File: config.mk
export PLATFORM = sky130hd
export DESIGN_NAME = vgs_unit
export DESIGN_NICKNAME = d
export VERILOG_FILES = /design/src/rtl/vgs_pkg.sv /design/src/rtl/vgs_agen.sv /design/src/rtl/vgs_ctrl.sv /design/src/rtl/vgs_wb.sv /design/src/rtl/vgs_unit.sv
export SDC_FILE = /design/constraint.sdc
export NUM_CORES = 1
export LEC_CHECK = 0
export BUFFER_PORTS_ARGS = -buffer_cell sky130_fd_sc_hd__clkbuf_2
export CELL_PAD_IN_SITES_DETAIL_PLACEMENT = 1
export CELL_PAD_IN_SITES_GLOBAL_PLACEMENT = 2
export CORE_ASPECT_RATIO = 0.6
export CORE_MARGIN = 2
export CORE_UTILIZATION = 19
export CTS_BUF_LIST = sky130_fd_sc_hd__clkbuf_8
export CTS_CLUSTER_SIZE = 20
export DETAILED_ROUTE_END_ITERATION = 6
export HOLD_SLACK_MARGIN = 0.06
export PLACE_DENSITY_LB_ADDON = 0.1
export REMOVE_ABC_BUFFERS = 1
export SETUP_SLACK_MARGIN = 0.2
export SYNTH_ARGS = -nofsm -noshare
export SYNTH_HDL_FRONTEND = slang
export SYNTH_SLANG_ARGS = --single-unit
File: constraint.sdc
create_clock -name clk -period 2.5 [get_ports clk]
set_clock_uncertainty 0.1 [all_clocks]
set_input_delay 0.25 -clock clk [delete_from_list [all_inputs] [get_ports clk]]
set_output_delay 0.25 -clock clk [all_outputs]
set_load 0.1 [all_outputs]
File: src/rtl/vgs_pkg.sv
// Shared types for the indexed vector gather/scatter unit.
// Assumes nothing beyond a two-valued enum encoding.
package vgs_pkg;

    // Command sequencing states
    typedef enum logic [1:0] {
        ST_IDLE = 2'd0,
        ST_RUN  = 2'd1,
        ST_FIN  = 2'd2
    } vgs_state_e;

    // Operation kind latched for the running command
    typedef enum logic {
        OP_GATHER  = 1'b0,
        OP_SCATTER = 1'b1
    } vgs_op_e;

endpackage

File: src/rtl/vgs_agen.sv
// Element address generator: adds the low address bits of an index word
// to the latched base address, wrapping modulo 2^ADDR_W.
// Assumes the index is an unsigned quantity.
module vgs_agen #(
    parameter int DATA_W = 32,
    parameter int ADDR_W = 10
) (
    input  logic [ADDR_W-1:0] base,
    input  logic [DATA_W-1:0] index,
    output logic [ADDR_W-1:0] addr
);

    logic [ADDR_W-1:0] idx_part;

    // Fit the index word to the address width
    generate
        if (DATA_W >= ADDR_W) begin : g_slice
            assign idx_part = index[ADDR_W-1:0];
        end else begin : g_extend
            assign idx_part = {{(ADDR_W-DATA_W){1'b0}}, index};
        end
    endgenerate

    // Wrapping sum of base and index
    always_comb begin
        addr = base + idx_part;
    end

endmodule

File: src/rtl/vgs_ctrl.sv
// Command controller: accepts a command when idle, latches its fields,
// counts issued elements, and sequences IDLE -> RUN -> FIN -> IDLE.
// Assumes memory grants in the cycle of the request and that gather
// completion is reported by the write-back stage.
module vgs_ctrl
    import vgs_pkg::*;
#(
    parameter  int ADDR_W = 10,
    parameter  int MVL    = 8,
    parameter  int NREG   = 4,
    localparam int VL_W   = $clog2(MVL + 1),
    localparam int ELEM_W = $clog2(MVL),
    localparam int REG_W  = $clog2(NREG)
) (
    input  logic              clk,
    input  logic              rst_n,
    input  logic              start,
    input  logic              op_scatter,
    input  logic [VL_W-1:0]   vl,
    input  logic [ADDR_W-1:0] base,
    input  logic [REG_W-1:0]  idx_reg,
    input  logic [REG_W-1:0]  data_reg,
    input  logic [REG_W-1:0]  dst_reg,
    input  logic              mem_gnt,
    input  logic              gather_last,
    output logic              busy,
    output logic              done,
    output logic              clear,
    output vgs_op_e           op_q,
    output logic [VL_W-1:0]   vl_q,
    output logic [ADDR_W-1:0] base_q,
    output logic [REG_W-1:0]  idx_q,
    output logic [REG_W-1:0]  data_q,
    output logic [REG_W-1:0]  dst_q,
    output logic [ELEM_W-1:0] iss_elem,
    output logic              mem_req
);

    localparam logic [VL_W-1:0] MVL_V = VL_W'(MVL);

    vgs_state_e      state_q;
    logic [VL_W-1:0] iss_q;
    logic [VL_W-1:0] vl_eff;
    logic [VL_W-1:0] vl_m1;
    logic            start_acc;
    logic            accept;
    logic            finish;

    // Clamp the requested length to the register length
    always_comb begin
        vl_eff = (vl > MVL_V) ? MVL_V : vl;
    end

    // Handshake and completion terms
    always_comb begin
        start_acc = start && (state_q == ST_IDLE);
        busy      = (state_q == ST_RUN);
        done      = (state_q == ST_FIN);
        mem_req   = busy && (iss_q < vl_q);
        accept    = mem_req && mem_gnt;
        vl_m1     = vl_q - VL_W'(1);
        if (op_q == OP_SCATTER) begin
            finish = accept && (iss_q == vl_m1);
        end else begin
            finish = gather_last;
        end
        clear    = start_acc;
        iss_elem = iss_q[ELEM_W-1:0];
    end

    // Sequencing state
    always_ff @(posedge clk) begin
        if (!rst_n) begin
            state_q <= ST_IDLE;
        end else begin
            case (state_q)
                ST_IDLE: if (start_acc) state_q <= (vl_eff == '0) ? ST_FIN : ST_RUN;
                ST_RUN:  if (finish)    state_q <= ST_FIN;
                ST_FIN:  state_q <= ST_IDLE;
                default: state_q <= ST_IDLE;
            endcase
        end
    end

    // Command field capture on acceptance
    always_ff @(posedge clk) begin
        if (!rst_n) begin
            op_q   <= OP_GATHER;
            vl_q   <= '0;
            base_q <= '0;
            idx_q  <= '0;
            data_q <= '0;
            dst_q  <= '0;
        end else if (start_acc) begin
            op_q   <= op_scatter ? OP_SCATTER : OP_GATHER;
            vl_q   <= vl_eff;
            base_q <= base;
            idx_q  <= idx_reg;
            data_q <= data_reg;
            dst_q  <= dst_reg;
        end
    end

    // Issued-element counter
    always_ff @(posedge clk) begin
        if (!rst_n) begin
            iss_q <= '0;
        end else if (start_acc) begin
            iss_q <= '0;
        end else if (accept) begin
            iss_q <= iss_q + VL_W'(1);
        end
    end

endmodule

File: src/rtl/vgs_wb.sv
// Gather write-back stage: maps each in-order read return onto the next
// destination element and flags the final return of the command.
// Assumes returns arrive in request order and only for issued reads.
module vgs_wb #(
    parameter  int DATA_W = 32,
    parameter  int MVL    = 8,
    parameter  int NREG   = 4,
    localparam int VL_W   = $clog2(MVL + 1),
    localparam int ELEM_W = $clog2(MVL),
    localparam int REG_W  = $clog2(NREG)
) (
    input  logic              clk,
    input  logic              rst_n,
    input  logic              clear,
    input  logic              enable,
    input  logic [VL_W-1:0]   vl_q,
    input  logic [REG_W-1:0]  dst_q,
    input  logic              rvalid,
    input  logic [DATA_W-1:0] rdata,
    output logic              wr_en,
    output logic [REG_W-1:0]  wr_reg,
    output logic [ELEM_W-1:0] wr_elem,
    output logic [DATA_W-1:0] wr_data,
    output logic              last
);

    logic [VL_W-1:0] ret_q;

    // Register file write and last-return detection
    always_comb begin
        wr_en   = enable && rvalid;
        wr_reg  = dst_q;
        wr_elem = ret_q[ELEM_W-1:0];
        wr_data = rdata;
        last    = wr_en && (ret_q == (vl_q - VL_W'(1)));
    end

    // Returned-element counter
    always_ff @(posedge clk) begin
        if (!rst_n) begin
            ret_q <= '0;
        end else if (clear) begin
            ret_q <= '0;
        end else if (wr_en) begin
            ret_q <= ret_q + VL_W'(1);
        end
    end

endmodule

File: src/rtl/vgs_unit.sv
// Indexed vector gather/scatter unit top level. Connects the controller,
// the address generator and the gather write-back stage to a register
// file with two combinational read ports and one write port, and to a
// word memory with same-cycle grant and in-order read returns.
// Assumes the gather destination differs from the index register.
module vgs_unit
    import vgs_pkg::*;
#(
    parameter  int DATA_W = 32,
    parameter  int ADDR_W = 10,
    parameter  int MVL    = 8,
    parameter  int NREG   = 4,
    localparam int VL_W   = $clog2(MVL + 1),
    localparam int ELEM_W = $clog2(MVL),
    localparam int REG_W  = $clog2(NREG)
) (
    input  logic              clk,
    input  logic              rst_n,
    input  logic              start,
    input  logic              op_scatter,
    input  logic [VL_W-1:0]   vl,
    input  logic [ADDR_W-1:0] base,
    input  logic [REG_W-1:0]  idx_reg,
    input  logic [REG_W-1:0]  data_reg,
    input  logic [REG_W-1:0]  dst_reg,
    output logic              busy,
    output logic              done,
    output logic [REG_W-1:0]  ia_reg,
    output logic [ELEM_W-1:0] ia_elem,
    input  logic [DATA_W-1:0] ia_data,
    output logic [REG_W-1:0]  da_reg,
    output logic [ELEM_W-1:0] da_elem,
    input  logic [DATA_W-1:0] da_data,
    output logic              wr_en,
    output logic [REG_W-1:0]  wr_reg,
    output logic [ELEM_W-1:0] wr_elem,
    output logic [DATA_W-1:0] wr_data,
    output logic              mem_req,
    output logic              mem_we,
    output logic [ADDR_W-1:0] mem_addr,
    output logic [DATA_W-1:0] mem_wdata,
    input  logic              mem_gnt,
    input  logic              mem_rvalid,
    input  logic [DATA_W-1:0] mem_rdata
);

    vgs_op_e           op_q;
    logic [VL_W-1:0]   vl_q;
    logic [ADDR_W-1:0] base_q;
    logic [REG_W-1:0]  idx_q;
    logic [REG_W-1:0]  data_q;
    logic [REG_W-1:0]  dst_q;
    logic [ELEM_W-1:0] iss_elem;
    logic              clear;
    logic              gather_last;
    logic              wb_enable;

    vgs_ctrl #(
        .ADDR_W (ADDR_W),
        .MVL    (MVL),
        .NREG   (NREG)
    ) u_ctrl (
        .clk         (clk),
        .rst_n       (rst_n),
        .start       (start),
        .op_scatter  (op_scatter),
        .vl          (vl),
        .base        (base),
        .idx_reg     (idx_reg),
        .data_reg    (data_reg),
        .dst_reg     (dst_reg),
        .mem_gnt     (mem_gnt),
        .gather_last (gather_last),
        .busy        (busy),
        .done        (done),
        .clear       (clear),
        .op_q        (op_q),
        .vl_q        (vl_q),
        .base_q      (base_q),
        .idx_q       (idx_q),
        .data_q      (data_q),
        .dst_q       (dst_q),
        .iss_elem    (iss_elem),
        .mem_req     (mem_req)
    );

    vgs_agen #(
        .DATA_W (DATA_W),
        .ADDR_W (ADDR_W)
    ) u_agen (
        .base  (base_q),
        .index (ia_data),
        .addr  (mem_addr)
    );

    vgs_wb #(
        .DATA_W (DATA_W),
        .MVL    (MVL),
        .NREG   (NREG)
    ) u_wb (
        .clk     (clk),
        .rst_n   (rst_n),
        .clear   (clear),
        .enable  (wb_enable),
        .vl_q    (vl_q),
        .dst_q   (dst_q),
        .rvalid  (mem_rvalid),
        .rdata   (mem_rdata),
        .wr_en   (wr_en),
        .wr_reg  (wr_reg),
        .wr_elem (wr_elem),
        .wr_data (wr_data),
        .last    (gather_last)
    );

    // Register file read selection and memory write qualifiers
    always_comb begin
        ia_reg    = idx_q;
        ia_elem   = iss_elem;
        da_reg    = data_q;
        da_elem   = iss_elem;
        mem_we    = mem_req && (op_q == OP_SCATTER);
        mem_wdata = da_data;
        wb_enable = busy && (op_q == OP_GATHER);
    end

endmodule

# Word level (Yosys, flattened, before mapping)
# Cells that the tools add are included.
[word_totals]
reg_bits = 31
wordCells = 42
[classes]
eq_ne = 6
n_mux = 7
bitwise = 2
n_addsub = 4
n_reduce_logical = 12
n_lt_le_gt_ge = 2
[ops]
columns = ["cell", "n"]
rows = [
  ["$add A10 B10 Y10", 1],
  ["$add A4 B1 Y4 const B", 2],
  ["$eq A4 B4 Y1", 2],
  ["$logic_and A1 B1 Y1", 8],
  ["$mux W2", 3],
  ["$gt A4 B4 Y1 const B", 1],
  ["$logic_not A4 Y1", 1],
  ["$lt A4 B4 Y1", 1],
  ["$mux W4", 1],
  ["$pmux W2 S2", 1],
  ["$sub A4 B1 Y4 const B", 1],
  ["$eq A2 B1 Y1 const B", 1],
  ["$eq A2 B2 Y1 const B", 1],
  ["$logic_not A2 Y1", 1],
  ["$mux W1", 2],
  ["$ne A2 B1 Y1 const B", 1],
  ["$ne A2 B2 Y1 const B", 1],
  ["$not A1 Y1", 2],
  ["$reduce_and A2 Y1", 1],
  ["$reduce_or A2 Y1", 1],
]

# Longest topological paths before layout
[depth]
depth_word = 7
depth_mapped = 7
mapped_depth_nobuf = 7

# Modules after synthesis
# A second synthesis with hierarchy kept.
[unflattened]
cells_unflattened = 313
hier_area_um2 = 2477.4
[modules_own_cells]
columns = ["mod", "cells_per_inst", "instances", "area_each_um2"]
rows = [
  ["vgs_ctrl", 157, 1, 1266.2],
  ["vgs_wb", 68, 1, 546.8],
  ["vgs_agen", 51, 1, 385.4],
  ["vgs_unit", 37, 1, 279.0],
]

# Least setup slack after synthesis
# OpenSTA, ideal clock, no wires.
[synth_timing]
kind = "register -> output"
from = "reg u_ctrl.state_q[1]"
to = "out mem_we"
required_time_ps = 2150
arrival_ps = 4481
setup_slack_ps = -2331
stages_incl_launch_ff = 4
cell_sequence = "dfxtp_1 > and2b_1 > nor3b_1 > and2_1"
[synth_via]
elab_chain_len = 3
[synth_rtl]
columns = ["item", "line", "rtl"]
rows = [
  ["from (decl)", "vgs_ctrl.sv:41", "vgs_state_e state_q;"],
  ["from (signal assigned)", "vgs_ctrl.sv:77", "ST_IDLE: if (start_acc) state_q <= (vl_eff == '0) ? ST_FIN : ST_RUN;"],
  ["$eq A2 B1 Y1", "vgs_ctrl.sv:57", "busy = (state_q == ST_RUN);"],
  ["net busy", "vgs_unit.sv:26", "output logic busy,"],
  ["$logic_and A1 B1 Y1", "vgs_ctrl.sv:59", "mem_req = busy && (iss_q < vl_q);"],
  ["net mem_req", "vgs_unit.sv:38", "output logic mem_req,"],
  ["$logic_and A1 B1 Y1", "vgs_unit.sv:122", "mem_we = mem_req && (op_q == OP_SCATTER);"],
  ["to (decl)", "vgs_unit.sv:39", "output logic mem_we,"],
]
# The timed path passes the listed nets, and every way through them passes these cells.

# Worst setup path after layout
[layout_timing]
from = "reg u_ctrl.base_q[0]"
to = "out mem_addr[8]"
[layout_via]
elab_chain_len = 1
[layout_rtl]
columns = ["item", "line", "rtl"]
rows = [
  ["from (decl)", "vgs_ctrl.sv:31", "output logic [ADDR_W-1:0] base_q,"],
  ["from (signal assigned)", "vgs_ctrl.sv:97", "base_q <= base;"],
  ["$add A10 B10 Y10", "vgs_agen.sv:26", "addr = base + idx_part;"],
  ["to (decl)", "vgs_unit.sv:40", "output logic [ADDR_W-1:0] mem_addr,"],
]
# No other way between the ends.

==> metrics.md <==
| Metric | Value |
|---|---|
| Hold Path Stages | 3 |
| Synth Area in Adders | 9.11% |
| Core area | 0.0122 sq mm |
| Filler cell count | 1438 |
| CP Launch Type | register |
| DR vias | about 1900 |
| Sw Share | 42.6% |
| Post-DRT Antenna Nets | 0 |
| Detailed-placement wirelength estimate | 9.12 mm |
| XOR/XNOR share of the synthesized area | 9.21% |
| Clock root cell | clkbuf_8 |
| Maximum clock frequency | 0.371 GHz |
| Clk pwr share | 21.1% |
| Final Hold Vio Count | 0 |
| Top FF cell, synth | dfxtp_1 |
| Flop pwr share | about a third |
| RSZ-0062 raised after global routing | true |
| Synthesis-stage register bit count | 31 |
| Die H | slightly above 90 um |
| Vias in the first global route | 1909 |
| Failing checks | setup timing |
| Simple-Gate Fraction of Synth Area | 18.1% |
| Leakage power | 1.21 nW |
| Post-synthesis cell count | 287 |
| Port bufs | 65 |
| CP Data Required Time | 2.15 ns |
| Fin Setup TNS | -0.320 ns |
| Slew @ Worst Pin | around 0.56 ns |
| Drt pass-1 iters | 4 |
| Internal | 0.993 mW |
| Worst-path clk slew | 0.07 ns |
| Num CTS Buffers | 5 |
| FFs w/ async S/R, synth | 0% |
| YS warnings | 0 |
| Fin crit period | 2.69 ns |
| Share of cells above drive strength 1 | 38.4% |
| Initial Util | ~20% |
| Post-Route WL | roughly 11 mm |
| Final GP Congestion | 0.688 |
| Pin count of the biggest net entering global routing | 22 |
| Boundary Pins | ~220 |
| Final Cell Area | 0.00285 sq mm |
| Max-cap viol count | 0 |
| Status | complete, but fails checks |
| Tcrit/Tclk final | 108% |
| DRC violation count after routing | 0 |
| Hold crit path type | in -> reg |
| Synth Area per Inst | 8.42 sq um |
| Layout area overhead | 18.0% |
| Synth Area in Compound Gates | 12.6% |
| Post-synthesis sequential area ratio | 25.7% |
| Switch Pwr | 0.738 mW |
| Per-cell routed wire length | 24.2 um |
| CTS tree | done |
| Nets@finish | 434 |
| Synth cell types | 44 |
| Peak supply drop | 0.147 mV |
| WS Path Type | reg -> out |
| Multiplexer area fraction after synthesis | 0.414% |
| Synthesized cell area | about 0.0024 sq mm |
| DR vias/cell | around 4.2 |
| Setup-failing EPs final | 2 |
| Worst skew pair latency | 0.28 ns |
| Commonest non-fill, non-tap cell in the layout | clkbuf_2 |
| H-tree Lvls | 2 |
| Max-slew headroom | a little over three fifths |
| Global route overflow | 0 |
| Data arrival time of the critical path | 2.34 ns |
| Final Max Slew Viols | 0 |
| Multi-input gate area in the final layout | approximately 0.0013 sq mm |
| DRT iter0 DRCs | 87 |
| Clock sink total | 31 |
| Initial antenna violation count | 0 |
| Setup WS post-layout | -0.192 ns |
| CP endpoint kind | primary output |
| Post-synth EDFFs | 0 |
| Cts hold-fix bufs | 0 |
| Die Wd | 150 um |
| Critical Path Fanout Max | 2 |
| Storage element area | 632 sq um |
| Pwr Density | 607 mW/mm^2 |
| CTS Buffer Depth | 2 |
| Die area | about 0.014 sq mm |
| ANT cells | 0 |
| R2r worst-path depth | 7 |
| Combinational share of power | 47.3% |
| Rows | 31 |
| Placed Area | 0.00257 sq mm |
| Main combinational cell family by area after synthesis | buffers and inverters |
| First-pass GRT wire length | 15.1 mm |
| Commonest non-fill, non-tap cells in the layout | 55 x clkbuf_2, 45 x nand2_1, 26 x dfxtp_1, 21 x a21boi_0, 18 x buf_4 |
| Total global-route track usage | between 10% and 20% |
through the flow:
step	utilization (%)	total power [mW]	hold slack (ns)	worst slack [ns]	cells
after floorplan	-	1.07	0.295	-3.40	207
after global placement	21.0	1.31	0.350	-0.0574	450
after detailed placement	21.0	1.31	0.362	-0.0188	450
after CTS	22.9	1.76	0.0817	-0.289	457
after global routing	23.3	1.84	0.102	-0.323	459
final	23.3	1.73	0.0974	-0.192	459
cell type report:
cell class                      instances  area share, %
Timing Repair Buffer                   81           21.0
Clock buffer                            5           2.41
Clock inverter                          1          0.132
Tap cell                              165           7.24
Sequential cell                        31           22.2
Inverter                                6          0.965
Multi-Input combinational cell        170           46.1
metal layers:
layer  track usage (%)  share of wire (%)
met1              22.0                 46
met2              14.2                 28
met3              18.1                 22
met4              2.46               0.64
met5              18.5                2.9
worst max-delay path, cell delays in order, from the launching register on:
cell and delay [ns]:
dfxtp_2 0.33, ha_4 0.16, fa_2 0.34, a21o_1 0.21, a211oi_2 0.20, nor2_2 0.08, o41ai_2 0.24, xnor2_1 0.16
bufbuf_16 0.33
flip-flops by register name, indices dropped and copies added, names as in the netlist:
| register | cells |
|---|---|
| u_ctrl.base_q | 10 |
| u_ctrl.iss_q | 4 |
| u_ctrl.vl_q | 4 |
| u_wb.ret_q | 4 |
| u_ctrl.data_q | 2 |
| u_ctrl.dst_q | 2 |
| u_ctrl.idx_q | 2 |
| u_ctrl.state_q | 2 |
| u_ctrl.op_q | 1 |
Yosys cell counts, types with 2 or more instances:
| library cell | count | share of area, % |
|---|---|---|
| ha_1 | 16 | 8.3 |
| nand3_1 | 2 | 0.41 |
| o21ai_0 | 4 | 0.83 |
| nor2_1 | 13 | 2.0 |
| nor3b_1 | 2 | 0.62 |
| nand2b_1 | 2 | 0.52 |
| nand3b_1 | 4 | 1.2 |
| xor2_1 | 8 | 2.9 |
| a21oi_1 | 7 | 1.4 |
| buf_4 | 73 | 23 |
| a21boi_0 | 21 | 6.5 |
| clkbuf_1 | 6 | 0.93 |
| nor3_1 | 3 | 0.62 |
| nor4_1 | 2 | 0.52 |
| inv_1 | 5 | 0.78 |
| xnor2_1 | 13 | 4.7 |
| nand2_1 | 45 | 7.0 |
| and2_1 | 3 | 0.78 |
| a21o_1 | 2 | 0.62 |
| dfxtp_1 | 31 | 26 |
| o31ai_1 | 2 | 0.62 |
timing repair:
item	CTS	global route
endpoints found under the hold margin	0	0
endpoints found under the setup margin	9	8
setup buffers	1	2
pin swaps	12	4
gates resized for setup	25	11
path summary, 6_finish.rpt:
| path | start | endpoint | slack, ns |
|---|---|---|---|
| max | u_ctrl.base_q[0] | mem_addr[8] | -0.19 |
| min | idx_reg[1] | u_ctrl.idx_q[1] | 0.1 |
| min reg2reg | u_ctrl.idx_q[1] | u_ctrl.idx_q[1] | 0.37 |
| max reg2reg | u_ctrl.vl_q[0] | u_ctrl.state_q[1] | 0.62 |
logic make-up after synthesis:
logic type | count (synthesis)
buffers and inverters | 86
and+or+nand+nor | 86
AOI/OAI and AO/OA | 43
DFF | 31
xor gates and xnor gates | 23
adders and majority gates | 17
muxes | 1
power groups by stage:
stage               registers (mW)  logic (mW)  clock network [mW]
floorplan                    0.612       0.456                   0
global route                 0.552       0.863               0.423
finish                       0.547       0.818               0.366
global placement             0.557       0.753                   0
detailed placement           0.557       0.754                   0
CTS                          0.549       0.806               0.403
Note: power is estimated with default switching activity, not from simulation.
